### src/rtl/sfr_pkg.sv
package sfr_pkg;

    localparam int ADDR_W = 24;
    localparam int CMD_W  = 8;
    localparam int HDR_W  = CMD_W + ADDR_W + 8;

    typedef enum logic [1:0] {
        RD_NORMAL = 2'd0,
        RD_FAST   = 2'd1,
        RD_DUAL   = 2'd2,
        RD_ALT    = 2'd3
    } rd_mode_e;

    typedef enum logic [1:0] {
        ST_IDLE = 2'd0,
        ST_XFER = 2'd1,
        ST_GAP  = 2'd2
    } ctl_state_e;

    typedef struct packed {
        logic       dual;
        logic [5:0] hdr_clks;
    } xfer_cfg_t;

    function automatic logic [CMD_W-1:0] cmd_opcode(rd_mode_e m);
        case (m)
            RD_FAST: return 8'h0B;
            RD_DUAL: return 8'h3B;
            default: return 8'h03;
        endcase
    endfunction

    function automatic xfer_cfg_t mode_cfg(rd_mode_e m);
        xfer_cfg_t c;
        c.dual     = (m == RD_DUAL);
        c.hdr_clks = (m == RD_FAST || m == RD_DUAL) ? 6'd40 : 6'd32;
        return c;
    endfunction

endpackage

### src/rtl/sfr_tick_gen.sv
module sfr_tick_gen #(
    parameter int HALF = 2
) (
    input  logic clk,
    input  logic rst,
    input  logic run,
    input  logic hold,
    output logic tick
);
    localparam int CW = (HALF > 1) ? $clog2(HALF) : 1;
    localparam logic [CW-1:0] LAST = CW'(HALF - 1);

    logic [CW-1:0] cnt_q;

    assign tick = run && !hold && (cnt_q == LAST);

    always_ff @(posedge clk) begin
        if (rst || !run) begin
            cnt_q <= '0;
        end else if (!hold) begin
            cnt_q <= (cnt_q == LAST) ? '0 : cnt_q + 1'b1;
        end
    end
endmodule

### src/rtl/sfr_tx_shift.sv
module sfr_tx_shift #(
    parameter int W = 40
) (
    input  logic         clk,
    input  logic         rst,
    input  logic         load,
    input  logic [W-1:0] load_word,
    input  logic         shift,
    output logic         bit_o
);
    logic [W-1:0] sr_q;

    assign bit_o = sr_q[W-1];

    always_ff @(posedge clk) begin
        if (rst) begin
            sr_q <= '0;
        end else if (load) begin
            sr_q <= load_word;
        end else if (shift) begin
            sr_q <= {sr_q[W-2:0], 1'b0};
        end
    end
endmodule

### src/rtl/sfr_rx_assemble.sv
module sfr_rx_assemble (
    input  logic       clk,
    input  logic       rst,
    input  logic       clr,
    input  logic       sample,
    input  logic       dual,
    input  logic       hi_bit_i,
    input  logic       lo_bit_i,
    output logic [7:0] byte_next,
    output logic       byte_last
);
    logic [7:0] sr_q;
    logic [2:0] cnt_q;
    logic       at_end;

    always_comb begin
        if (dual) begin
            byte_next = {sr_q[5:0], hi_bit_i, lo_bit_i};
            at_end    = (cnt_q == 3'd3);
        end else begin
            byte_next = {sr_q[6:0], hi_bit_i};
            at_end    = (cnt_q == 3'd7);
        end
        byte_last = sample && at_end;
    end

    always_ff @(posedge clk) begin
        if (rst || clr) begin
            sr_q  <= '0;
            cnt_q <= '0;
        end else if (sample) begin
            sr_q  <= byte_next;
            cnt_q <= at_end ? 3'd0 : cnt_q + 3'd1;
        end
    end
endmodule

### src/rtl/sfr_read_ctrl.sv
module sfr_read_ctrl
    import sfr_pkg::*;
#(
    parameter int DIV   = 4,
    parameter int LEN_W = 16
) (
    input  logic              clk,
    input  logic              rst,
    input  logic              req_valid,
    output logic              req_ready,
    input  logic [23:0]       req_addr,
    input  logic [LEN_W-1:0]  req_len,
    input  logic [1:0]        req_mode,
    output logic              dout_valid,
    input  logic              dout_ready,
    output logic [7:0]        dout_data,
    output logic              done,
    output logic              fl_sck,
    output logic              fl_cs_n,
    output logic              fl_io0_o,
    output logic              fl_io0_oe,
    input  logic              fl_io0_i,
    input  logic              fl_io1_i
);
    localparam int HALF  = DIV / 2;
    localparam int GAP_W = $clog2(DIV + 1);
    localparam logic [GAP_W-1:0] GAP_LAST = GAP_W'(DIV - 1);
    localparam logic [5:0] ADDR_END = 6'(CMD_W + ADDR_W);

    ctl_state_e          state_q;
    xfer_cfg_t           cfg_q;
    logic                sck_q, cs_n_q, oe_q, in_data_q, ending_q;
    logic                dv_q, done_q;
    logic [7:0]          dd_q;
    logic [5:0]          hdr_cnt_q;
    logic [LEN_W-1:0]    left_q;
    logic [GAP_W-1:0]    gap_q;

    logic                accept, stall, tick, rise, fall;
    logic [7:0]          byte_next;
    logic                byte_last;
    rd_mode_e            mode_in;
    logic [HDR_W-1:0]    hdr_word;

    assign mode_in  = rd_mode_e'(req_mode);
    assign hdr_word = {cmd_opcode(mode_in), req_addr, 8'h00};
    assign accept   = req_valid && (state_q == ST_IDLE);
    assign stall    = dv_q && !dout_ready;
    assign rise     = tick && !sck_q;
    assign fall     = tick && sck_q;

    sfr_tick_gen #(.HALF(HALF)) u_tick (
        .clk  (clk),
        .rst  (rst),
        .run  (state_q == ST_XFER),
        .hold (stall && !sck_q),
        .tick (tick)
    );

    sfr_tx_shift #(.W(HDR_W)) u_tx (
        .clk       (clk),
        .rst       (rst),
        .load      (accept),
        .load_word (hdr_word),
        .shift     (fall && !in_data_q && !ending_q),
        .bit_o     (fl_io0_o)
    );

    sfr_rx_assemble u_rx (
        .clk       (clk),
        .rst       (rst),
        .clr       (accept),
        .sample    (rise && in_data_q),
        .dual      (cfg_q.dual),
        .hi_bit_i  (fl_io1_i),
        .lo_bit_i  (fl_io0_i),
        .byte_next (byte_next),
        .byte_last (byte_last)
    );

    always_ff @(posedge clk) begin
        if (rst) begin
            state_q   <= ST_IDLE;
            cfg_q     <= '0;
            sck_q     <= 1'b0;
            cs_n_q    <= 1'b1;
            oe_q      <= 1'b0;
            in_data_q <= 1'b0;
            ending_q  <= 1'b0;
            dv_q      <= 1'b0;
            dd_q      <= '0;
            done_q    <= 1'b0;
            hdr_cnt_q <= '0;
            left_q    <= '0;
            gap_q     <= '0;
        end else begin
            done_q <= 1'b0;
            if (dv_q && dout_ready) begin
                dv_q <= 1'b0;
            end
            case (state_q)
                ST_IDLE: begin
                    if (req_valid) begin
                        cs_n_q    <= 1'b0;
                        oe_q      <= 1'b1;
                        cfg_q     <= mode_cfg(mode_in);
                        hdr_cnt_q <= '0;
                        in_data_q <= 1'b0;
                        ending_q  <= 1'b0;
                        left_q    <= (req_len == '0) ? LEN_W'(1) : req_len;
                        state_q   <= ST_XFER;
                    end
                end
                ST_XFER: begin
                    if (rise) begin
                        sck_q <= 1'b1;
                        if (in_data_q) begin
                            if (byte_last) begin
                                dv_q   <= 1'b1;
                                dd_q   <= byte_next;
                                left_q <= left_q - 1'b1;
                                if (left_q == LEN_W'(1)) begin
                                    ending_q <= 1'b1;
                                end
                            end
                        end else begin
                            hdr_cnt_q <= hdr_cnt_q + 6'd1;
                            if (hdr_cnt_q == cfg_q.hdr_clks - 6'd1) begin
                                in_data_q <= 1'b1;
                            end
                        end
                    end else if (fall) begin
                        sck_q <= 1'b0;
                        if (ending_q) begin
                            cs_n_q  <= 1'b1;
                            oe_q    <= 1'b0;
                            gap_q   <= '0;
                            state_q <= ST_GAP;
                        end else if (cfg_q.dual && hdr_cnt_q == ADDR_END) begin
                            oe_q <= 1'b0;
                        end
                    end
                end
                ST_GAP: begin
                    if (gap_q >= GAP_LAST && !dv_q) begin
                        state_q <= ST_IDLE;
                        done_q  <= 1'b1;
                    end else if (gap_q < GAP_LAST) begin
                        gap_q <= gap_q + 1'b1;
                    end
                end
                default: state_q <= ST_IDLE;
            endcase
        end
    end

    assign req_ready  = (state_q == ST_IDLE);
    assign dout_valid = dv_q;
    assign dout_data  = dd_q;
    assign done       = done_q;
    assign fl_sck     = sck_q;
    assign fl_cs_n    = cs_n_q;
    assign fl_io0_oe  = oe_q;

endmodule

### config.mk
export PLATFORM = sky130hd
export DESIGN_NAME = sfr_read_ctrl
export DESIGN_NICKNAME = d
export VERILOG_FILES = /design/src/rtl/sfr_pkg.sv /design/src/rtl/sfr_tick_gen.sv /design/src/rtl/sfr_tx_shift.sv /design/src/rtl/sfr_rx_assemble.sv /design/src/rtl/sfr_read_ctrl.sv
export SDC_FILE = /design/constraint.sdc
export NUM_CORES = 1
export LEC_CHECK = 0
export BUFFER_PORTS_ARGS = -buffer_cell sky130_fd_sc_hd__buf_2
export CAP_MARGIN = 20
export CORE_UTILIZATION = 50
export DETAILED_ROUTE_END_ITERATION = 6
export PLACE_DENSITY = 0.72
export SLEW_MARGIN = 20
export SYNTH_ARGS = -nofsm -noshare
export SYNTH_HDL_FRONTEND = slang
export SYNTH_SLANG_ARGS = --single-unit
### constraint.sdc
create_clock -name clk -period 2.68 [get_ports clk]
set_clock_uncertainty 0.1 [all_clocks]
set_input_delay 0.268 -clock clk [delete_from_list [all_inputs] [get_ports clk]]
set_output_delay 0.268 -clock clk [all_outputs]
set_load 0.05 [all_outputs]
==> impl_results.md <==
* Hold-fix buffers at CTS at 0
* Core area at 0.00781 mm^2
* Via count at 3687
* Post-synth design cell area at 0.00407 mm^2
* Die height at 92.2 um
* Combinational share of power at 13.8%
* Fin worst setup slack at 509 ps
* First-pass GRT wire length at 14900 um
* TritonCTS buffer count at 9
* Most frequent cells in the layout: 88 x dfxtp_1, 63 x nand2_1, 62 x buf_2
* Rows at 32
* Iteration-0 DRC Markers at 181
* Clock Sinks at 88
* Syn_area_per_cell at 8.21 um^2
* Sequential share of the synthesized area at 43.3%
* Setup Viol. Count Final at 0
* Max cap viols at 0
* Worst path cell trace: or4_4 -> or3_4 -> or3_1 -> a21oi_1 -> o32ai_1
* Final min period at 2170 ps
* Routed length per instance at 13.7 um
* DRT Pass-1 Iters at 4
* Crit path kind: register to register
* Antenna Diode Count at 0
* WP data required at 2810 ps
* Clk root buf: clkbuf_8
* RSZ-0062 raised after global routing: false
* Largest net degree at the start of global routing at 36
* Max-slew headroom at 59.2%
* Clock transition at path regs at 90 ps
* DIE WIDTH at 92.2 um
* Sequential Area at 0.00176 mm^2
* Bufs on Longest Clock Path at 2
* Initial Util at 52.1%
* Global route total overflow at 0
* Critical path buffers and inverters at 0
* Multi-input gate area at 0.00213 mm^2
* R2R depth at 5
* Clk_lat worst skew at 360 ps
* Distinct cells, synth at 56
* Hold Path Stages at 3
* Die area at 0.00851 mm^2
* P&R area growth vs syn at 14.6%
* I/O Pins at 63
* Slowest CP cell: or4_4
* Slowest cell delay on critical path at 580 ps
* Leak Pwr at 1.78 nW
* Reg-to-reg slack, setup at 510 ps
* Post-CTS setup buffer count at 0
* Residual DRC at 0
* Final period utilization at 81.0%
* Final WL at 8960 um
* Net Switching at 0.000777 W
* Peak VDD IR at 0.000280 V
* Crit Path Max Fanout at 7
* Post-Syn Instances at 496
* R2R Path Start: left_q[8]$_SDFFE_PP0P_
* Total negative slack at 0 ps
* Fin. Hold Viols at 0
* EDFF count, synth at 0
* CTS tree: yes
* Fmax achieved at 461 MHz
* Reg-to-reg endpoint: left_q[15]$_SDFFE_PP0P_
* HPWL Detailed at 6230 um
* Post_cts resized at 0
* Post-synth ARST share at 0%
* Vias in the first global route at 3323
* Setup WS pre-CTS at 546 ps
* Crit end category: register
* Worst path top cell family by delay: simple AND/OR/NAND/NOR gates
* YS warnings at 0
* Post-synthesis register bit count at 88
* # nets final at 601
* Ratio of total power to cell area at 593 mW/mm^2
* Min-Delay Endpoint: u_tx.sr_q[8]$_SDFFE_PP0P_
* H-tree levels at 3
* Sw frac at 28.1%
* Status: finished clean
* Initial antenna violation count at 0
* Top FF cell, synth: dfxtp_1
* Routability congestion estimate at 0.802
* Worst-margin pin slew at 612 ps
* Critical path origin: left_q[8]$_SDFFE_PP0P_
* Sequential power share at 50.8%
* Syn_nets at 552
* Critical Path AT at 2300 ps
* Fillers at 720
* Most common cell after layout, fill and taps aside: dfxtp_1
* Layout cell share with drive strength beyond 1 at 18.2%
* Startpoint Class: register
* Routed vias/inst at 5.65
* Clock share of power at 35.4%
* Post-DRT Antenna Nets at 0
* Hold Crit Start: req_addr[0]
* Max Slew Vio Count at 0
* Gr usage total at 21.6%
* Hold Crit Class: primary input to register
* Port bufs at 62
* Int Pwr at 0.00199 W
-- worst register-to-register path, cell delays in order (launching register included) --
cell and delay, ps:
dfxtp_1 370, or4_4 590, or3_4 390, or3_1 370
a21oi_1 150, o32ai_1 90
-- cell usage after synthesis, types with 2 or more instances --
| master | n | area share, % |
|---|---|---|
| a22oi_1 | 21 | 3.9 |
| nor4_1 | 5 | 0.77 |
| and2_1 | 5 | 0.77 |
| nand2_1 | 63 | 5.8 |
| o21ai_0 | 22 | 2.7 |
| o31ai_1 | 3 | 0.55 |
| or4_1 | 3 | 0.55 |
| nand3_1 | 13 | 1.6 |
| o21a_1 | 4 | 0.74 |
| xnor2_1 | 5 | 1.1 |
| clkbuf_1 | 27 | 2.5 |
| nor2_1 | 49 | 4.5 |
| a211oi_1 | 19 | 3.5 |
| nor3b_1 | 3 | 0.55 |
| nor2b_1 | 2 | 0.31 |
| dfxtp_1 | 88 | 43 |
| inv_1 | 9 | 0.83 |
| or3b_2 | 2 | 0.43 |
| or3_1 | 2 | 0.31 |
| nand2b_1 | 7 | 1.1 |
| or2_2 | 2 | 0.31 |
| nor4b_1 | 2 | 0.43 |
| a21o_1 | 4 | 0.74 |
| nand4_1 | 3 | 0.46 |
| a31oi_1 | 5 | 0.77 |
| o41ai_1 | 2 | 0.43 |
| a21oi_1 | 56 | 6.9 |
| mux2i_1 | 10 | 2.5 |
| ha_1 | 8 | 2.5 |
| o22ai_1 | 2 | 0.31 |
| a311oi_1 | 2 | 0.43 |
| xor2_1 | 3 | 0.65 |
| nor3_1 | 17 | 2.1 |
| buf_2 | 6 | 0.74 |
-- worst max-delay path by stage --
stage / to / cells after the start / slack, ps
2_1_floorplan: cfg_q[3]$_SDFFE_PP0P_ / 8 / 290
3_3_place_gp: left_q[15]$_SDFFE_PP0P_ / 5 / 580
3_5_place_dp: left_q[10]$_SDFFE_PP0P_ / 7 / 550
4_1_cts: left_q[15]$_SDFFE_PP0P_ / 5 / 510
5_1_grt: left_q[15]$_SDFFE_PP0P_ / 5 / 370
6_report: left_q[15]$_SDFFE_PP0P_ / 5 / 510
-- cells by family after synthesis --
group | synth area share (%)
simple gates | 22.4
compound gates | 23.1
flops | 43.3
buf+inv | 4.55
mux | 2.46
xor+xnor | 1.72
fa+ha+maj | 2.46
-- power by group through the flow --
stage               Clock [W]  Combinational [W]  Sequential, W
global route          0.00105           0.000427        0.00141
detailed placement          0           0.000378        0.00144
finish               0.000980           0.000382        0.00141
global placement            0           0.000371        0.00143
floorplan                   0           0.000265        0.00143
CTS                   0.00101           0.000381        0.00141
-- sequential cells by signal, summed over array words and instances (netlist names) --
register / count
cfg_q: 3
done: 1
dout_data: 8
dout_valid: 1
ending_q: 1
fl_cs_n: 1
fl_io0_oe: 1
fl_sck: 1
gap_q: 3
hdr_cnt_q: 6
in_data_q: 1
left_q: 16
state_q: 2
u_rx.cnt_q: 3
u_rx.sr_q: 7
u_tick.cnt_q: 1
u_tx.sr_q: 32
-- metal layers --
| metal | wire length (um) | track usage (%) |
|---|---|---|
| met3 | 378 | 2.99 |
| met1 | 4330 | 28.6 |
| met5 | 0 | 0 |
| met4 | 115 | 8.07 |
| met2 | 4140 | 35.8 |
-- layout make-up --
type / count / share of cell area, %
clock buffer: 10 / 2.95
clock inverter: 6 / 1.61
tap: 102 / 2.74
inverter: 9 / 0.724
multi-input combinational: 363 / 45.6
sequential: 88 / 37.8
timing repair buffer: 74 / 8.58
-- through the flow --
stage / std cells / cell area (um^2) / util [%] / hold slack (ps) / total power (W)
after floorplan: 496 / 4070 / - / 304 / 0.00170
after global placement: 636 / 4450 / 57.0 / 341 / 0.00180
after detailed placement: 636 / 4450 / 57.0 / 347 / 0.00181
after CTS: 652 / 4660 / 59.7 / 51.1 / 0.00279
after global routing: 652 / 4660 / 59.7 / 87.9 / 0.00289
final: 652 / 4660 / 59.7 / 65.1 / 0.00277
Note: power is estimated with default switching activity, not from simulation.
